<file path="src/rtl/sbw_pkg.sv">
package sbw_pkg;

    typedef enum logic [1:0] {
        ST_RUN  = 2'b00,
        ST_STBY = 2'b01,
        ST_STAB = 2'b10
    } sbw_state_e;

    typedef enum logic [1:0] {
        RES_NEXT   = 2'b00,
        RES_VECTOR = 2'b01,
        RES_RESET  = 2'b10
    } sbw_resume_e;

endpackage

</file>
<file path="src/rtl/sbw_wake_arb.sv">
module sbw_wake_arb
    import sbw_pkg::*;
#(
    parameter int N_IRQ = 8,
    parameter int PW    = 3,
    parameter int IDW   = 3
) (
    input  logic [1:0]        nmi_req,
    input  logic [1:0]        nmi_mask,
    input  logic [N_IRQ-1:0]  irq_req,
    input  logic [N_IRQ-1:0]  irq_en,
    input  logic [N_IRQ*PW-1:0] irq_prio,
    input  logic              in_service,
    input  logic [PW-1:0]     isr_prio,
    input  logic              gie,
    input  logic              rst_any,
    output logic              wake,
    output sbw_resume_e       code,
    output logic              is_nmi,
    output logic [IDW-1:0]    id,
    output logic [N_IRQ-1:0]  live
);

    logic [1:0]     nmi_live;
    logic           found;
    logic [PW-1:0]  best_p;
    logic [IDW-1:0] best_i;
    logic           acked;

    assign live     = irq_req & irq_en;
    assign nmi_live = nmi_req & ~nmi_mask;

    // highest priority field wins; strict compare keeps the lowest index on ties
    always_comb begin
        found  = 1'b0;
        best_p = '0;
        best_i = '0;
        for (int i = 0; i < N_IRQ; i++) begin
            if (live[i] && (!found || irq_prio[i*PW +: PW] > best_p)) begin
                found  = 1'b1;
                best_p = irq_prio[i*PW +: PW];
                best_i = IDW'(i);
            end
        end
    end

    assign acked = gie && (!in_service || (best_p > isr_prio));

    always_comb begin
        wake   = 1'b0;
        code   = RES_NEXT;
        is_nmi = 1'b0;
        id     = '0;
        if (rst_any) begin
            wake = 1'b1;
            code = RES_RESET;
        end else if (nmi_live[0]) begin
            wake   = 1'b1;
            code   = RES_VECTOR;
            is_nmi = 1'b1;
        end else if (nmi_live[1]) begin
            wake   = 1'b1;
            code   = RES_VECTOR;
            is_nmi = 1'b1;
            id     = IDW'(1);
        end else if (found) begin
            wake = 1'b1;
            code = acked ? RES_VECTOR : RES_NEXT;
            id   = best_i;
        end
    end

endmodule

</file>
<file path="src/rtl/sbw_stab_timer.sv">
module sbw_stab_timer #(
    parameter int CW = 16
) (
    input  logic          clk,
    input  logic          rst_n,
    input  logic          load,
    input  logic [CW-1:0] load_val,
    input  logic          run,
    output logic          zero
);

    logic [CW-1:0] cnt_d, cnt_q;

    always_comb begin
        cnt_d = cnt_q;
        if (load) begin
            cnt_d = load_val;
        end else if (run && (cnt_q != '0)) begin
            cnt_d = cnt_q - 1'b1;
        end
    end

    always_ff @(posedge clk) begin
        if (!rst_n) begin
            cnt_q <= '0;
        end else begin
            cnt_q <= cnt_d;
        end
    end

    assign zero = (cnt_q == '0);

endmodule

</file>
<file path="src/rtl/sbw_standby_ctrl.sv">
module sbw_standby_ctrl
    import sbw_pkg::*;
#(
    parameter int N_IRQ = 8,
    parameter int PW    = 3,
    parameter int CW    = 16,
    parameter int N_RST = 2,
    localparam int IDW  = (N_IRQ > 2) ? $clog2(N_IRQ) : 1
) (
    input  logic                clk,
    input  logic                rst_n,
    input  logic                stop_req,
    input  logic [1:0]          nmi_req,
    input  logic [1:0]          nmi_mask,
    input  logic [N_IRQ-1:0]    irq_req,
    input  logic [N_IRQ-1:0]    irq_en,
    input  logic [N_IRQ*PW-1:0] irq_prio,
    input  logic                in_service,
    input  logic [PW-1:0]       isr_prio,
    input  logic                gie,
    input  logic [N_RST-1:0]    rst_src,
    input  logic [CW-1:0]       stab_len,
    input  logic [N_IRQ-1:0]    pend_clr,
    output logic                osc_en,
    output logic                in_standby,
    output logic                stab_busy,
    output logic                resume_valid,
    output logic [1:0]          resume_code,
    output logic                resume_nmi,
    output logic [IDW-1:0]      resume_id,
    output logic [N_IRQ-1:0]    pend
);

    typedef struct packed {
        sbw_state_e        state;
        sbw_resume_e       code;
        logic              is_nmi;
        logic [IDW-1:0]    id;
        logic              rv;
        logic [N_IRQ-1:0]  pend;
    } ctrl_t;

    ctrl_t ctl_d, ctl_q;

    logic              wake_any;
    sbw_resume_e       arb_code;
    logic              arb_nmi;
    logic [IDW-1:0]    arb_id;
    logic [N_IRQ-1:0]  live;
    logic              parked;
    logic              wake_take;
    logic              stab_zero;
    logic              capture;

    sbw_wake_arb #(
        .N_IRQ (N_IRQ),
        .PW    (PW),
        .IDW   (IDW)
    ) u_arb (
        .nmi_req    (nmi_req),
        .nmi_mask   (nmi_mask),
        .irq_req    (irq_req),
        .irq_en     (irq_en),
        .irq_prio   (irq_prio),
        .in_service (in_service),
        .isr_prio   (isr_prio),
        .gie        (gie),
        .rst_any    (|rst_src),
        .wake       (wake_any),
        .code       (arb_code),
        .is_nmi     (arb_nmi),
        .id         (arb_id),
        .live       (live)
    );

    assign parked    = (ctl_q.state == ST_STBY);
    assign wake_take = parked && wake_any;

    sbw_stab_timer #(
        .CW (CW)
    ) u_timer (
        .clk      (clk),
        .rst_n    (rst_n),
        .load     (wake_take),
        .load_val (stab_len),
        .run      (ctl_q.state == ST_STAB),
        .zero     (stab_zero)
    );

    // pending requests are captured on the stop edge and throughout standby
    assign capture = (ctl_q.state != ST_RUN) || stop_req;

    always_comb begin
        ctl_d      = ctl_q;
        ctl_d.rv   = 1'b0;
        ctl_d.pend = (ctl_q.pend & ~pend_clr) | (capture ? live : '0);
        unique case (ctl_q.state)
            ST_RUN: begin
                if (stop_req) begin
                    ctl_d.state = ST_STBY;
                end
            end
            ST_STBY: begin
                if (wake_any) begin
                    ctl_d.state  = ST_STAB;
                    ctl_d.code   = arb_code;
                    ctl_d.is_nmi = arb_nmi;
                    ctl_d.id     = arb_id;
                end
            end
            ST_STAB: begin
                if (stab_zero) begin
                    ctl_d.state = ST_RUN;
                    ctl_d.rv    = 1'b1;
                end
            end
            default: ctl_d.state = ST_RUN;
        endcase
    end

    always_ff @(posedge clk) begin
        if (!rst_n) begin
            ctl_q <= '{state: ST_RUN, code: RES_NEXT, is_nmi: 1'b0,
                       id: '0, rv: 1'b0, pend: '0};
        end else begin
            ctl_q <= ctl_d;
        end
    end

    assign osc_en       = !parked || wake_any;
    assign in_standby   = (ctl_q.state != ST_RUN);
    assign stab_busy    = (ctl_q.state == ST_STAB);
    assign resume_valid = ctl_q.rv;
    assign resume_code  = ctl_q.code;
    assign resume_nmi   = ctl_q.is_nmi;
    assign resume_id    = ctl_q.id;
    assign pend         = ctl_q.pend;

endmodule

</file>
<file path="config.mk">
export PLATFORM = sky130hd
export DESIGN_NAME = sbw_standby_ctrl
export DESIGN_NICKNAME = d
export VERILOG_FILES = /design/src/rtl/sbw_pkg.sv /design/src/rtl/sbw_wake_arb.sv /design/src/rtl/sbw_stab_timer.sv /design/src/rtl/sbw_standby_ctrl.sv
export SDC_FILE = /design/constraint.sdc
export NUM_CORES = 1
export LEC_CHECK = 0
export BUFFER_PORTS_ARGS = -buffer_cell sky130_fd_sc_hd__buf_2
export CAP_MARGIN = 20
export CORE_MARGIN = 10
export CORE_UTILIZATION = 46
export DETAILED_ROUTE_END_ITERATION = 6
export PLACE_DENSITY_LB_ADDON = 0.12
export SKIP_LAST_GASP = 1
export SYNTH_ARGS = -nofsm -noshare
export SYNTH_HDL_FRONTEND = slang
export SYNTH_SLANG_ARGS = --single-unit
export TNS_END_PERCENT = 20
</file>
<file path="constraint.sdc">
create_clock -name clk -period 10.08 [get_ports clk]
set_input_delay 1.512 -clock clk [delete_from_list [all_inputs] [get_ports clk]]
set_output_delay 1.512 -clock clk [all_outputs]
set_load 0.03 [all_outputs]
</file>
==> qor.txt <==
====================================================================================
CTS tree ..............................................................        built
Pin count of the biggest net entering global routing ..................           22
Routed wire length per instance .......................................      16.8 µm
Post-route setup slack ................................................    -0.421 ns
Period minus WS final .................................................     10.50 ns
Count of final max-slew check failures ................................            0
Crit path max-delay cell type .........................................      a211o_4
IR drop worst, VDD ....................................................    0.0878 mV
Weighted congestion at the end of routability-driven global placement .        0.957
Clock Skews ...........................................................   0.00599 ns
Status ................................................................ complete, but fails checks
Final wirelength ......................................................      9.73 mm
CTS sink count ........................................................           33
Fraction of the cycle the final worst path needs ......................         104%
EDFF count, synth .....................................................            0
Final setup violating endpoints .......................................            1
Inserted Clock Buffers ................................................            5
Switching Fraction ....................................................        38.9%
Multi-input logic area ................................................  0.00225 mm²
RSZ-0062 raised after global routing ..................................         true
Leakage Power .........................................................      1.89 nW
Bufs on Longest Clock Path ............................................            2
Remaining routing DRC violations ......................................            0
Number of distinct library cells after synthesis ......................           61
Worst Setup Slack post-DPL ............................................    -0.656 ns
Vias ..................................................................        3,337
Detailed placement HPWL ...............................................      7.42 mm
Remaining number of nets flagged by the antenna check after routing ...            0
Part of the Yosys area used for sequential elements ...................        23.5%
Area added between synthesis and finish ...............................        46.3%
Proportion of power drawn by combinational gates ......................        55.1%
CTS root buf ..........................................................     clkbuf_8
Number of ports placed on the die boundary ............................           96
Row count .............................................................           28
Crit path largest cell delay ..........................................      0.40 ns
Worst hold slack ......................................................     0.470 ns
Share of layout cells above drive strength 1 ..........................        43.9%
Mapped cell area ......................................................  0.00281 mm²
Cells after synthesis .................................................          364
Violated checks ....................................................... negative setup slack
Number of input and output port buffers inserted ......................           95
Mean instance size in the synthesized netlist .........................     7.72 µm²
Largest fanout on the critical path ...................................            7
Path category of the worst min-delay check ............................      reg2reg
Global-route wire length before repair ................................      15.1 mm
Data required time of the critical path ...............................     10.24 ns
Switching pwr .........................................................     0.210 mW
Antenna cells .........................................................            0
Area taken by flip-flops and latches ..................................      661 µm²
Flops & latches, synth ................................................           33
Internal power ........................................................     0.330 mW
TritonRoute pass-1 iters ..............................................            4
Number of nets at the end of the flow .................................          607
Clock latency on the worst-skew pair ..................................      0.28 ns
Sequential share of power .............................................        28.2%
Dominant register cell in the synthesized netlist .....................      dfxtp_1
Initial core utilization ..............................................        47.5%
Routed vias/inst ......................................................         5.77
Worst setup SP type ...................................................    input pin
Yosys warnings ........................................................            0
Congestion Overflow GR ................................................            0
Cell depth of the worst min-delay path ................................            2
Violation count after the first detailed-route iteration ..............          178
Power density over cell area ..........................................   131 mW/mm²
# Max-Cap Violations ..................................................            0
Clk slew on worst S/H paths ...........................................      0.07 ns
Count of hold buffers inserted by post-cts repair .....................            0
Reg2reg path depth ....................................................            6
Vias in the first global route ........................................        3,356
Actual transition at the worst max-transition pin .....................     0.870 ns
Async set-reset flop share out of synthesis ...........................           0%
Initial antenna violation count .......................................            0
CTS H-Tree Depth ......................................................            2
Critical Path Sink Type ...............................................         flop
Relative contribution of the clock network to total power .............        16.7%
Synth Net Count .......................................................          467
Hold Fails Final Rpt ..................................................            0
Classification of the worst setup path ................................       in2reg
GRT Util Overall ......................................................        17.9%
Cell with the most instances on the worst path ........................         ha_4
Max-slew headroom at the worst pin ....................................        42.0%
Height of the die .....................................................      98.2 µm
Floorplan die area ....................................................  0.00964 mm²
FMAX ..................................................................   0.0952 GHz
Data arrival time of the critical path ................................     10.66 ns
Width of the die ......................................................      98.2 µm
Filler Cell Count .....................................................          481
Core Footprint ........................................................  0.00592 mm²
====================================================================================
==> area by class of cell <==
type,instances,share of cell area [%]
multi-input cells,287,54.8
repair buffers,155,23.0
flip-flops and latches,33,16.1
well taps,75,2.28
inverters,22,2.01
clock buffers,5,1.67
clock inverters,1,0.122
==> power groups by stage <==
stage / Sequential (mW) / Combinational (mW) / Clock, mW
floorplan: 0.153 / 0.172 / 0
global placement: 0.154 / 0.240 / 0
detailed placement: 0.155 / 0.246 / 0
CTS: 0.152 / 0.261 / 0.0923
global route: 0.154 / 0.326 / 0.0967
finish: 0.152 / 0.297 / 0.0899
==> worst max-delay path, delay by kind of cell <==
family          cells  cell delay (ns)
simple gates       10             1.38
buf+inv             4             0.44
fa+ha+maj           8             2.04
compound gates     29             5.06
mux                 1             0.21
==> cells in the mapped netlist (4+ instances only) <==
| master | n | area (µm²) |
|---|---|---|
| nor3_1 | 4 | 20.0 |
| ha_1 | 25 | 313 |
| and2_1 | 7 | 43.8 |
| nor2_1 | 22 | 82.6 |
| and3_1 | 11 | 68.8 |
| o21ai_0 | 21 | 105 |
| nand2_1 | 42 | 158 |
| a32o_1 | 4 | 40.0 |
| buf_4 | 15 | 113 |
| nand3b_1 | 12 | 90.1 |
| nand2b_1 | 5 | 31.3 |
| o311ai_0 | 6 | 52.6 |
| a21o_1 | 4 | 30.0 |
| a21oi_1 | 26 | 130 |
| nand3_1 | 14 | 70.1 |
| dfxtp_1 | 33 | 661 |
| a31oi_1 | 9 | 56.3 |
| a211oi_1 | 7 | 52.6 |
| a311oi_1 | 4 | 35.0 |
| inv_1 | 21 | 78.8 |
| a32oi_1 | 4 | 35.0 |
==> timing repair <==
item,4_1_cts,5_1_grt
resized for setup,6,38
setup buffers,15,6
pin swaps,23,49
endpoints found under the setup margin,1,4
==> metrics by stage <==
stage | total power, mW | setup TNS, ns | instances | instance area [µm²] | utilization, %
after floorplan | 0.324 | -0.0784 | 364 | 2950 | -
after global placement | 0.394 | -0.356 | 551 | 3650 | 61.7
after detailed placement | 0.400 | -0.656 | 551 | 3650 | 61.7
after CTS | 0.505 | -0.375 | 572 | 3870 | 65.4
after global routing | 0.576 | -0.979 | 578 | 4110 | 69.4
final | 0.540 | -0.421 | 578 | 4110 | 69.4
==> cell families (layout without fill, tap and decap cells) <==
family                   Yosys count  after routing  share of synthesized area, %
multiplexers                       2              2                         0.712
buffers and inverters             44            183                          8.24
flip-flops                        33             33                          23.5
AO/OA/AOI/OAI                    123            123                          31.0
adder cells (fa/ha/maj)           25             25                          11.1
AND/OR/NAND/NOR                  137            137                          25.4
==> metal layers <==
| metal | GRT usage, % | routed length (µm) | up-vias |
|---|---|---|---|
| li1 | - | - | 1664 |
| met1 | 22.1 | 4230 | 1541 |
| met2 | 29.5 | 4660 | 118 |
| met3 | 5.43 | 715 | 14 |
| met4 | 4.19 | 129 | 0 |
| met5 | 0 | 0 | - |
==> registers in the layout, summed over array words and instances, names as in the netlist <==
name,count
resume_nmi,1
resume_valid,1
pend,8
resume_id,3
u_timer.cnt_q,16
resume_code,2
ctl_q,2
==> worst paths after layout <==
path / to / startpoint / slack, ns
min: resume_nmi / resume_nmi / 0.47
max: resume_code[0] / irq_en[0] / -0.42
max reg2reg: u_timer.cnt_q[7] / u_timer.cnt_q[11] / 7.97
min reg2reg: resume_nmi / resume_nmi / 0.47
==> placed cells by master, fill, tap and decap left out, types with 3 or more instances in the layout <==
master,instances
buf_4,58
nor2b_1,3
a21oi_1,18
o311ai_0,6
nand2_2,3
a311oi_2,3
o311ai_1,3
and2_1,6
ha_4,7
o21ai_0,10
nand3_1,13
a21o_1,4
buf_2,93
a211oi_2,3
a211oi_1,4
a32o_1,3
and3_1,9
a32oi_1,4
o21ai_2,4
inv_1,20
clkbuf_8,5
nand2b_1,5
o211ai_1,3
dfxtp_1,33
a21oi_2,6
buf_6,4
nor2_1,20
ha_1,17
a31oi_1,8
or3_1,3
nand2_1,38
a21oi_4,3
o21ai_1,8
nand3b_1,12
nor4_1,3
(Power assumes the default switching activity.)
